$ cat config.mk
export PLATFORM = sky130hd
export DESIGN_NAME = irq_reg_set
export DESIGN_NICKNAME = d
export VERILOG_FILES = /design/src/rtl/irq_regs_pkg.sv /design/src/rtl/irq_bus_seq.sv /design/src/rtl/irq_bank.sv /design/src/rtl/irq_prio.sv /design/src/rtl/irq_reg_set.sv
export SDC_FILE = /design/constraint.sdc
export NUM_CORES = 1
export LEC_CHECK = 0
export BUFFER_PORTS_ARGS = -buffer_cell sky130_fd_sc_hd__buf_2
export CELL_PAD_IN_SITES_DETAIL_PLACEMENT = 1
export CELL_PAD_IN_SITES_GLOBAL_PLACEMENT = 2
export CORE_MARGIN = 10
export CORE_UTILIZATION = 30
export CTS_CLUSTER_DIAMETER = 120
export DETAILED_ROUTE_END_ITERATION = 12
export PLACE_DENSITY = 0.72
export SYNTH_ARGS = -nofsm -noshare
export SYNTH_HDL_FRONTEND = slang
export SYNTH_HIERARCHICAL = 1
export SYNTH_SLANG_ARGS = --single-unit
export TNS_END_PERCENT = 30
$ cat constraint.sdc
create_clock -name clk -period 4.2 [get_ports clk]
set_clock_uncertainty 0.2 [all_clocks]
set_input_delay 0.42 -clock clk [delete_from_list [all_inputs] [get_ports clk]]
set_output_delay 0.42 -clock clk [all_outputs]
set_load 0.03 [all_outputs]
$ cat src/rtl/irq_regs_pkg.sv
// Shared offsets for the interrupt register set. Offsets are fixed by the
// software-visible map; the register width is a parameter of the modules.
package irq_regs_pkg;
    localparam int ADDR_W = 4;
    localparam logic [ADDR_W-1:0] OFF_EN_A   = 4'd0;
    localparam logic [ADDR_W-1:0] OFF_EN_B   = 4'd1;
    localparam logic [ADDR_W-1:0] OFF_PEND_A = 4'd2;
    localparam logic [ADDR_W-1:0] OFF_PEND_B = 4'd3;
    localparam logic [ADDR_W-1:0] OFF_ISR_A  = 4'd4;
    localparam logic [ADDR_W-1:0] OFF_ISR_B  = 4'd5;
    localparam logic [ADDR_W-1:0] OFF_MASK_A = 4'd6;
    localparam logic [ADDR_W-1:0] OFF_MASK_B = 4'd7;
    localparam logic [ADDR_W-1:0] OFF_VEC    = 4'd8;
    localparam logic [ADDR_W-1:0] OFF_EDGE   = 4'd9;
    localparam logic [ADDR_W-1:0] OFF_DIR    = 4'd10;
endpackage

$ cat src/rtl/irq_bus_seq.sv
// Access sequencer: takes a held request, counts WAIT_STATES cycles, then
// raises a one-cycle acknowledge. Assumes the requester drops bus_req in
// the cycle it sees the acknowledge. WAIT_STATES must be at least 1.
module irq_bus_seq #(
    parameter int WAIT_STATES = 4
) (
    input  logic clk,
    input  logic rst_n,
    input  logic req,
    output logic ack
);
    localparam int CW = $clog2(WAIT_STATES + 1);

    logic          busy;
    logic [CW-1:0] cnt;

    assign ack = busy && (cnt == CW'(WAIT_STATES));

    // Busy flag and wait counter for the access in flight.
    always_ff @(posedge clk) begin
        if (!rst_n) begin
            busy <= 1'b0;
            cnt  <= '0;
        end else if (ack) begin
            busy <= 1'b0;
        end else if (busy) begin
            cnt <= cnt + 1'b1;
        end else if (req) begin
            busy <= 1'b1;
            cnt  <= '0;
        end
    end

    assert_ack_single_R7: assert property (@(posedge clk) disable iff (!rst_n)
        ack |=> !ack);
    assert_ack_after_wait_R7: assert property (@(posedge clk) disable iff (!rst_n)
        ack |-> $past(busy));
endmodule

$ cat src/rtl/irq_bank.sv
// One bank of enable, pending, in-service and mask registers. Writes to
// pending and in-service AND the data in; an enable write also ANDs
// pending. Source sets are applied after clears, so a set wins. Assumes
// at most one write strobe per cycle and a one-hot-or-zero iack_hit.
module irq_bank #(
    parameter int DW = 8
) (
    input  logic          clk,
    input  logic          rst_n,
    input  logic          wr_en,
    input  logic          wr_pend,
    input  logic          wr_isr,
    input  logic          wr_mask,
    input  logic [DW-1:0] wdata,
    input  logic [DW-1:0] src,
    input  logic [DW-1:0] iack_hit,
    output logic [DW-1:0] en,
    output logic [DW-1:0] pend,
    output logic [DW-1:0] isr,
    output logic [DW-1:0] mask,
    output logic [DW-1:0] active
);
    logic [DW-1:0] en_next;
    logic [DW-1:0] clr_keep;

    // Next enable value and the keep-mask applied to pending.
    always_comb begin
        en_next  = wr_en ? wdata : en;
        clr_keep = (wr_en || wr_pend) ? wdata : '1;
    end

    // Register update for the bank.
    always_ff @(posedge clk) begin
        if (!rst_n) begin
            en   <= '0;
            pend <= '0;
            isr  <= '0;
            mask <= '0;
        end else begin
            en   <= en_next;
            pend <= (pend & clr_keep & ~iack_hit) | (src & en_next);
            isr  <= (wr_isr ? (isr & wdata) : isr) | iack_hit;
            if (wr_mask) mask <= wdata;
        end
    end

    assign active = pend & mask;

    assert_pend_within_en_R2: assert property (@(posedge clk) disable iff (!rst_n)
        (pend & ~en) == '0);
    assert_pend_write_noset_R3: assert property (@(posedge clk) disable iff (!rst_n)
        (wr_pend && src == '0) |=> ((pend & ~$past(pend)) == '0));
    assert_iack_to_isr_R11: assert property (@(posedge clk) disable iff (!rst_n)
        (iack_hit != '0) |=> ((isr & $past(iack_hit)) == $past(iack_hit)));
endmodule

$ cat src/rtl/irq_prio.sv
// Fixed-priority pick over two banks: bank A beats bank B, higher bit
// wins within a bank. Purely combinational.
module irq_prio #(
    parameter int DW = 8
) (
    input  logic [DW-1:0]       act_a,
    input  logic [DW-1:0]       act_b,
    output logic                any,
    output logic [$clog2(DW):0] code,
    output logic [DW-1:0]       hit_a,
    output logic [DW-1:0]       hit_b
);
    localparam int IW = $clog2(DW);

    logic [IW-1:0] idx_a, idx_b;

    // Highest set bit in each bank; later iterations override earlier.
    always_comb begin
        idx_a = '0;
        idx_b = '0;
        for (int i = 0; i < DW; i++) begin
            if (act_a[i]) idx_a = IW'(i);
            if (act_b[i]) idx_b = IW'(i);
        end
    end

    // Bank choice, code and one-hot winner.
    always_comb begin
        any   = (|act_a) || (|act_b);
        hit_a = '0;
        hit_b = '0;
        if (|act_a) begin
            code         = {1'b1, idx_a};
            hit_a[idx_a] = 1'b1;
        end else begin
            code = {1'b0, idx_b};
            if (|act_b) hit_b[idx_b] = 1'b1;
        end
    end
endmodule

$ cat src/rtl/irq_reg_set.sv
// Top of the interrupt register set: access sequencer, address decode,
// two banks, priority pick and read mux. Assumes one access at a time.
module irq_reg_set
    import irq_regs_pkg::*;
#(
    parameter int DW          = 8,
    parameter int WAIT_STATES = 4
) (
    input  logic                 clk,
    input  logic                 rst_n,
    input  logic                 bus_req,
    input  logic                 bus_wr,
    input  logic [ADDR_W-1:0]    bus_addr,
    input  logic [DW-1:0]        bus_wdata,
    output logic [DW-1:0]        bus_rdata,
    output logic                 bus_ack,
    input  logic [DW-1:0]        src_a,
    input  logic [DW-1:0]        src_b,
    input  logic                 iack,
    output logic                 irq,
    output logic [$clog2(DW):0]  irq_src
);
    logic          wr;
    logic [DW-1:0] en_a, pend_a, isr_a, mask_a, act_a;
    logic [DW-1:0] en_b, pend_b, isr_b, mask_b, act_b;
    logic [DW-1:0] hit_a, hit_b;
    logic [DW-1:0] vec_r, edge_r, dir_r;

    irq_bus_seq #(.WAIT_STATES(WAIT_STATES)) u_seq (
        .clk(clk), .rst_n(rst_n), .req(bus_req), .ack(bus_ack));

    assign wr = bus_ack && bus_wr;

    irq_bank #(.DW(DW)) u_bank_a (
        .clk(clk), .rst_n(rst_n),
        .wr_en(wr && bus_addr == OFF_EN_A), .wr_pend(wr && bus_addr == OFF_PEND_A),
        .wr_isr(wr && bus_addr == OFF_ISR_A), .wr_mask(wr && bus_addr == OFF_MASK_A),
        .wdata(bus_wdata), .src(src_a), .iack_hit(iack ? hit_a : '0),
        .en(en_a), .pend(pend_a), .isr(isr_a), .mask(mask_a), .active(act_a));

    irq_bank #(.DW(DW)) u_bank_b (
        .clk(clk), .rst_n(rst_n),
        .wr_en(wr && bus_addr == OFF_EN_B), .wr_pend(wr && bus_addr == OFF_PEND_B),
        .wr_isr(wr && bus_addr == OFF_ISR_B), .wr_mask(wr && bus_addr == OFF_MASK_B),
        .wdata(bus_wdata), .src(src_b), .iack_hit(iack ? hit_b : '0),
        .en(en_b), .pend(pend_b), .isr(isr_b), .mask(mask_b), .active(act_b));

    irq_prio #(.DW(DW)) u_prio (
        .act_a(act_a), .act_b(act_b), .any(irq), .code(irq_src),
        .hit_a(hit_a), .hit_b(hit_b));

    // Storage-only registers: vector, port edge and port direction.
    always_ff @(posedge clk) begin
        if (!rst_n) begin
            vec_r  <= '0;
            edge_r <= '0;
            dir_r  <= '0;
        end else if (wr) begin
            if (bus_addr == OFF_VEC)  vec_r  <= bus_wdata;
            if (bus_addr == OFF_EDGE) edge_r <= bus_wdata;
            if (bus_addr == OFF_DIR)  dir_r  <= bus_wdata;
        end
    end

    // Read data mux; unmapped offsets return all ones.
    always_comb begin
        case (bus_addr)
            OFF_EN_A:   bus_rdata = en_a;
            OFF_EN_B:   bus_rdata = en_b;
            OFF_PEND_A: bus_rdata = pend_a;
            OFF_PEND_B: bus_rdata = pend_b;
            OFF_ISR_A:  bus_rdata = isr_a;
            OFF_ISR_B:  bus_rdata = isr_b;
            OFF_MASK_A: bus_rdata = mask_a;
            OFF_MASK_B: bus_rdata = mask_b;
            OFF_VEC:    bus_rdata = vec_r;
            OFF_EDGE:   bus_rdata = edge_r;
            OFF_DIR:    bus_rdata = dir_r;
            default:    bus_rdata = '1;
        endcase
    end

    assert_src_is_live_R10: assert property (@(posedge clk) disable iff (!rst_n)
        irq |-> (irq_src[$clog2(DW)] ? (pend_a[irq_src[$clog2(DW)-1:0]] && mask_a[irq_src[$clog2(DW)-1:0]])
                                     : (pend_b[irq_src[$clog2(DW)-1:0]] && mask_b[irq_src[$clog2(DW)-1:0]])));
endmodule

==> results.sh, run 1 <==
export IMPL_syn_area_mm2=0.00528
export IMPL_core_region_area_mm2=0.0173
export IMPL_synth_edf_count=0
export IMPL_avgSynthCellArea_um2=9.18
export IMPL_initialDrtViolationCount=220
export IMPL_finish_instance_area_mm2=0.00598
export IMPL_die_area_mm2=0.0233
export IMPL_cp_required_ns=3.58
export IMPL_cap_violations=0
export IMPL_worst_pin_slew_ns=1.11
export IMPL_r2r_end="u_bank_a/pend[2]"
export IMPL_nNetsFinal=638
export IMPL_vias=4306
export IMPL_synthCells=575
export IMPL_root_buffer="clkbuf_16"
export IMPL_first_pass_iters=4
export IMPL_ys_seq_elements=92
export IMPL_p_per_area_mw_per_mm2=322
export IMPL_pin_count=47
export IMPL_synth_top_area_share_pct=34.9
export IMPL_drive_above_1_share_pct=19.2
export IMPL_rr_startpoint="u_bank_a/pend[1]"
export IMPL_min_path_cells=2
export IMPL_final_util_pct=34.6
export IMPL_antenna_cells=0
export IMPL_grt_pass1_vias=4687
export IMPL_worst_slack_ns=1.13
export IMPL_cts_hold_buf=0
export IMPL_cp_max_fo=43
export IMPL_worstSetupPathType="primary input to output pin"
export IMPL_dp_hpwl_um=13000
export IMPL_ant_nets=0
export IMPL_dieWidth_um=153
export IMPL_gp_congestion=0.822
export IMPL_wl_per_cell_um=21.4
export IMPL_timing_fmax_mhz=326
export IMPL_hold_viol=0
export IMPL_hold_ws_ns=0.0704
export IMPL_grt_max_degree=68
export IMPL_clkTransAtPathRegs_ns=0.07
export IMPL_overflow=0
export IMPL_fp_dieH_um=153
export IMPL_p_total_mw=1.92
export IMPL_postCtsSetupRepairBufs=0
export IMPL_synth_area_leaders="dfxtp_1, mux2i_1, nor2b_1"
export IMPL_port_buffers=46
export IMPL_cts_buffers=9
export IMPL_synth_warnings=6
export IMPL_ys_flop_type="dfxtp_1"
export IMPL_rsz0062_at_grt="no"
export IMPL_critPathCaptureType="output pin"
export IMPL_layout_area_overhead_vs_synth_pct=13.2
export IMPL_vdd_ir_drop_max_v=0.000200
export IMPL_vias_per_cell=5.17
export IMPL_pre_cts_ws_ns=1.07
export IMPL_fin_crit_sh_pct=73.1
export IMPL_r2r_slack_ns=1.65
export IMPL_arrival_ns=2.45
export IMPL_clock_latency_ns=0.35
export IMPL_ys_types=64
export IMPL_numClockSinks=92
export IMPL_grt_pass1_wl_um=28200
export IMPL_maxSlewViolCount=0
export IMPL_hold_path_class="primary input to flop"
export IMPL_cts_buffer_depth=2
export IMPL_power_leakage_nw=1.98
export IMPL_setup_viol=0
export IMPL_outcome="finished, final reports clean"
export IMPL_antenna_found_initial=0
export IMPL_place_area_mm2=0.00566
export IMPL_num_rows=48
export IMPL_holdPathEnd="u_bank_b/pend[5]"
export IMPL_dp_cells=817
export IMPL_synth_yosys_seq_area_share_pct=34.9
export IMPL_finalNonFillerCells=833
export IMPL_max_slew_margin_rel_pct=25.6
export IMPL_setup_tns_ns=0
export IMPL_r2r_cells=7
export IMPL_period_needed_ns=3.07
export IMPL_start_util_pct=30.5
export IMPL_routed_wirelength_um=17900
export IMPL_htreeDepth=3
export IMPL_track_usage_pct=15.1
export IMPL_yosys_area_top_type="dfxtp_1"
export IMPL_drc=0
export IMPL_async_flop_share_pct=0
export IMPL_holdCritStartpoint="src_b[5]"
export IMPL_cts_resized=0
export IMPL_startpoint_type="primary input"
export IMPL_synth_fp_nets=610
export IMPL_cts_tree="built"
## critical path, cell delays in order
cell,delay [ns]
buf_2,0.61
nor2_1,0.40
a311o_1,0.44
nor3_1,0.21
o22ai_1,0.14
buf_2,0.20
## power breakdown
group	total (mW)	switching, mW	internal (mW)
clock network	0.889	0.352	0.538
logic	0.159	0.107	0.0519
registers	0.876	0.00193	0.874
## cells in the mapped netlist, types with 6 or more instances
master     instances
a21oi_1           30
a22oi_1            7
buf_2             17
nand3_1            6
o22ai_1            6
o2bb2ai_2         16
clkbuf_1          13
dfxtp_1           92
nand3b_1          22
mux2i_1           62
inv_1              9
nor2b_2           16
nand2b_1          21
o21ai_0           15
and2_1            33
nand2_1           20
nor2b_1           67
nor2_1            38
## cells in the final DEF, fill, tap and decap left out, types with 5 or more instances in the layout
cell type,netlist,final
a21oi_1,30,30
a22oi_1,7,7
a31oi_1,5,5
and2_1,33,33
buf_2,17,46
buf_4,0,5
clkbuf_16,0,9
dfxtp_1,92,92
inv_1,9,9
mux2i_1,62,62
nand2_1,20,20
nand2b_1,21,21
nand3_1,6,6
nand3b_1,22,22
nor2_1,38,38
nor2b_1,67,67
nor2b_2,16,16
nor3b_1,5,5
o21ai_0,15,15
o22ai_1,6,6
o2bb2ai_2,16,16
## worst max-delay path by stage
stage	endpoint	startpoint	slack [ns]	cells after the start
floorplan	bus_rdata[6]	bus_addr[3]	1.68	7
global placement	bus_rdata[5]	bus_addr[2]	1.17	6
detailed placement	bus_rdata[5]	bus_addr[2]	1.07	6
CTS	bus_rdata[5]	bus_addr[2]	1.07	6
global route	bus_rdata[5]	bus_addr[2]	0.98	6
finish	bus_rdata[5]	bus_addr[2]	1.13	6
## cells by family after synthesis
| group | after synthesis | share of synthesized area (%) |
|---|---|---|
| compound gates | 108 | 15.8 |
| mux | 68 | 13.5 |
| simple gates | 261 | 31.3 |
| flops | 92 | 34.9 |
| fa+ha+maj | 2 | 0.474 |
| buf+inv | 44 | 4.00 |
## state kept, by name, indices dropped and copies added, names as in the netlist, 3 cells and up
| name | count |
|---|---|
| dir_r | 8 |
| edge_r | 8 |
| u_bank_a/en | 8 |
| u_bank_a/isr | 8 |
| u_bank_a/mask | 8 |
| u_bank_a/pend | 8 |
| u_bank_b/en | 8 |
| u_bank_b/isr | 8 |
| u_bank_b/mask | 8 |
| u_bank_b/pend | 8 |
| u_seq/cnt | 3 |
| vec_r | 8 |
## cell type report
type	count	area, um2
Clock buffer	12	246
Clock inverter	4	72.6
Fill cell	2016	11300
Inverter	10	40.0
Multi-Input combinational cell	439	3230
Sequential cell	92	1840
Tap cell	225	282
Timing Repair Buffer	51	268
## layer usage
metal,global-route usage [%],vias to the layer above,wire length (um)
met1,19.9,2151,8890
met4,5.09,0,273
li1,-,2094,-
met5,0,-,0
met3,2.37,12,404
met2,24.5,49,8290
(Power assumes the default switching activity.)
==> run 2, diff against run 1 <==
PLACE_DENSITY = 0.75   (was 0.72)
clock period = 2.55 ns   (was 4.2 ns; I/O delays follow)
==> results.sh, run 2 (same netlist as run 1, synthesis figures left out) <==
export IMPL_outcome="finished, final reports clean"
export IMPL_vdd_ir_drop_max_v=0.000290
export IMPL_hold_viol=0
export IMPL_die_area_mm2=0.0233
export IMPL_worst_pin_slew_ns=0.602
export IMPL_dp_cells=839
export IMPL_initialDrtViolationCount=237
export IMPL_finalNonFillerCells=874
export IMPL_pin_count=47
export IMPL_setup_viol=0
export IMPL_max_slew_margin_rel_pct=59.5
export IMPL_clkTransAtPathRegs_ns=0.07
export IMPL_p_total_mw=3.19
export IMPL_hold_path_class="primary input to flop"
export IMPL_htreeDepth=3
export IMPL_fp_dieH_um=153
export IMPL_period_needed_ns=2.49
export IMPL_drive_above_1_share_pct=23.4
export IMPL_numClockSinks=92
export IMPL_antenna_found_initial=0
export IMPL_cp_cell_sequence="and2_4 -> nor4_4 -> buf_4 -> and2_4 -> inv_4 -> mux2_4 -> buf_4"
export IMPL_mostFrequentLayoutCell="dfxtp_1"
export IMPL_clock_latency_ns=0.36
export IMPL_worstSetupPathType="flop to output pin"
export IMPL_antenna_cells=0
export IMPL_dieWidth_um=153
export IMPL_dp_hpwl_um=13600
export IMPL_vias=4539
export IMPL_cp_required_ns=2.10
export IMPL_cts_tree="built"
export IMPL_vias_per_cell=5.19
export IMPL_final_cell_mix="dfxtp_1, nor2b_1, mux2i_1"
export IMPL_p_per_area_mw_per_mm2=500
export IMPL_maxSlewViolCount=0
export IMPL_nNetsFinal=679
export IMPL_ant_nets=0
export IMPL_overflow=0
export IMPL_num_rows=48
export IMPL_wl_per_cell_um=20.5
export IMPL_rsz0062_at_grt="yes"
export IMPL_port_buffers=46
export IMPL_fillers=2037
export IMPL_routed_wirelength_um=18000
export IMPL_root_buffer="clkbuf_16"
export IMPL_cts_buffer_depth=2
export IMPL_cp_slowest_cell="dfxtp_1"
export IMPL_cp_num_buf_inv=3
export IMPL_start_util_pct=30.5
export IMPL_startpoint_type="flop"
export IMPL_timing_fmax_mhz=402
export IMPL_layout_area_overhead_vs_synth_pct=21.0
export IMPL_slowest_delay_ns=0.34
export IMPL_arrival_ns=2.04
export IMPL_critPathCaptureType="output pin"
export IMPL_place_area_mm2=0.00586
export IMPL_grt_pass1_wl_um=28000
export IMPL_cap_violations=0
export IMPL_cts_buffers=9
export IMPL_power_leakage_nw=2.20
export IMPL_drc=0
export IMPL_gp_congestion=0.910
export IMPL_crit_family="simple AND/OR/NAND/NOR gates"
export IMPL_core_region_area_mm2=0.0173
export IMPL_finish_instance_area_mm2=0.00639
export IMPL_fin_crit_sh_pct=97.7
export IMPL_grt_pass1_vias=4847
export IMPL_grt_max_degree=37
export IMPL_first_pass_iters=4
export IMPL_cp_max_fo=6
export IMPL_track_usage_pct=15.1
[run 2: cell types whose count changed in the layout (fill, tap and decap cells not counted)]
cell           change
and2_1             -5
and2_4             +5
buf_12             +3
buf_2              -1
buf_4             +23
clkbuf_1           -2
clkbuf_8           -1
clkinv_2           +2
clkinv_4           +1
dfxtp_1            -3
dfxtp_2            +3
dlygate4sd3_1     +16
nor4_2             -1
nor4_4             +1
[run 2: final timing paths]
kind / startpoint / end / slack (ns) / cells past startpoint
worst min-delay path: bus_req / u_seq/cnt[1] / 0.07 / 4
worst min register to register: u_seq/cnt[1] / u_seq/cnt[1] / 0.31 / 2
worst max register to register: u_seq/cnt[0] / u_bank_a/pend[6] / 0.30 / 9
worst max-delay path: u_bank_a/pend[0] / irq_src[0] / 0.06 / 7
[run 2: stage by stage]
step | utilization (%) | hold slack, ns | setup WS (ns) | TNS [ns]
floorplan | - | 0.163 | 0.356 | 0
global placement | 33.9 | 0.261 | 0.241 | 0
detailed placement | 33.9 | 0.266 | 0.216 | 0
CTS | 36.8 | 0.0593 | 0.00891 | 0
global route | 36.9 | 0.0870 | -0.000830 | -0.000830
finish | 36.9 | 0.0711 | 0.0597 | 0
[run 2: report_power, final]
| group | internal, mW | leakage [nW] | switching (mW) |
|---|---|---|---|
| Sequential | 1.44 | 0.743 | 0.00304 |
| Combinational | 0.116 | 1.31 | 0.180 |
| Clock | 0.856 | 0.155 | 0.601 |
| Total | 2.41 | 2.20 | 0.784 |
[run 2: worst register-to-register path, cell delays in order, from the launching register on]
cell       delay [ns]
dfxtp_1          0.36
inv_1            0.07
ha_1             0.23
and3_4           0.22
nand3_1          0.19
nor2_1           0.06
buf_4            0.20
nor2_2           0.38
nor2_1           0.12
o2bb2ai_2        0.15
[run 2: layout make-up]
cell class	count	area [um2]	share of cell area [%]
clock buffers	9	225	3.53
clock inverters	7	91.3	1.43
inverters	10	40.0	0.627
multi-input cells	439	3250	50.9
flip-flops and latches	92	1850	28.9
well taps	225	282	4.41
repair buffers	92	656	10.3
[run 2: metal layers]
metal	global-route usage (%)	wire length, um	vias up	part of all wire [%]
li1	-	-	2176	-
met1	19.9	8570	2269	48
met2	23.9	8360	73	47
met3	2.23	565	21	3.1
met4	6.27	457	0	2.5
met5	0	0	-	0
[run 2: what timing repair did]
item,in CTS,in global routing
resized for setup,3,12
endpoints found under the hold margin,16,0
hold buffers,16,0
setup endpoints to repair,2,2
setup buffers,2,1
pin swaps,3,3
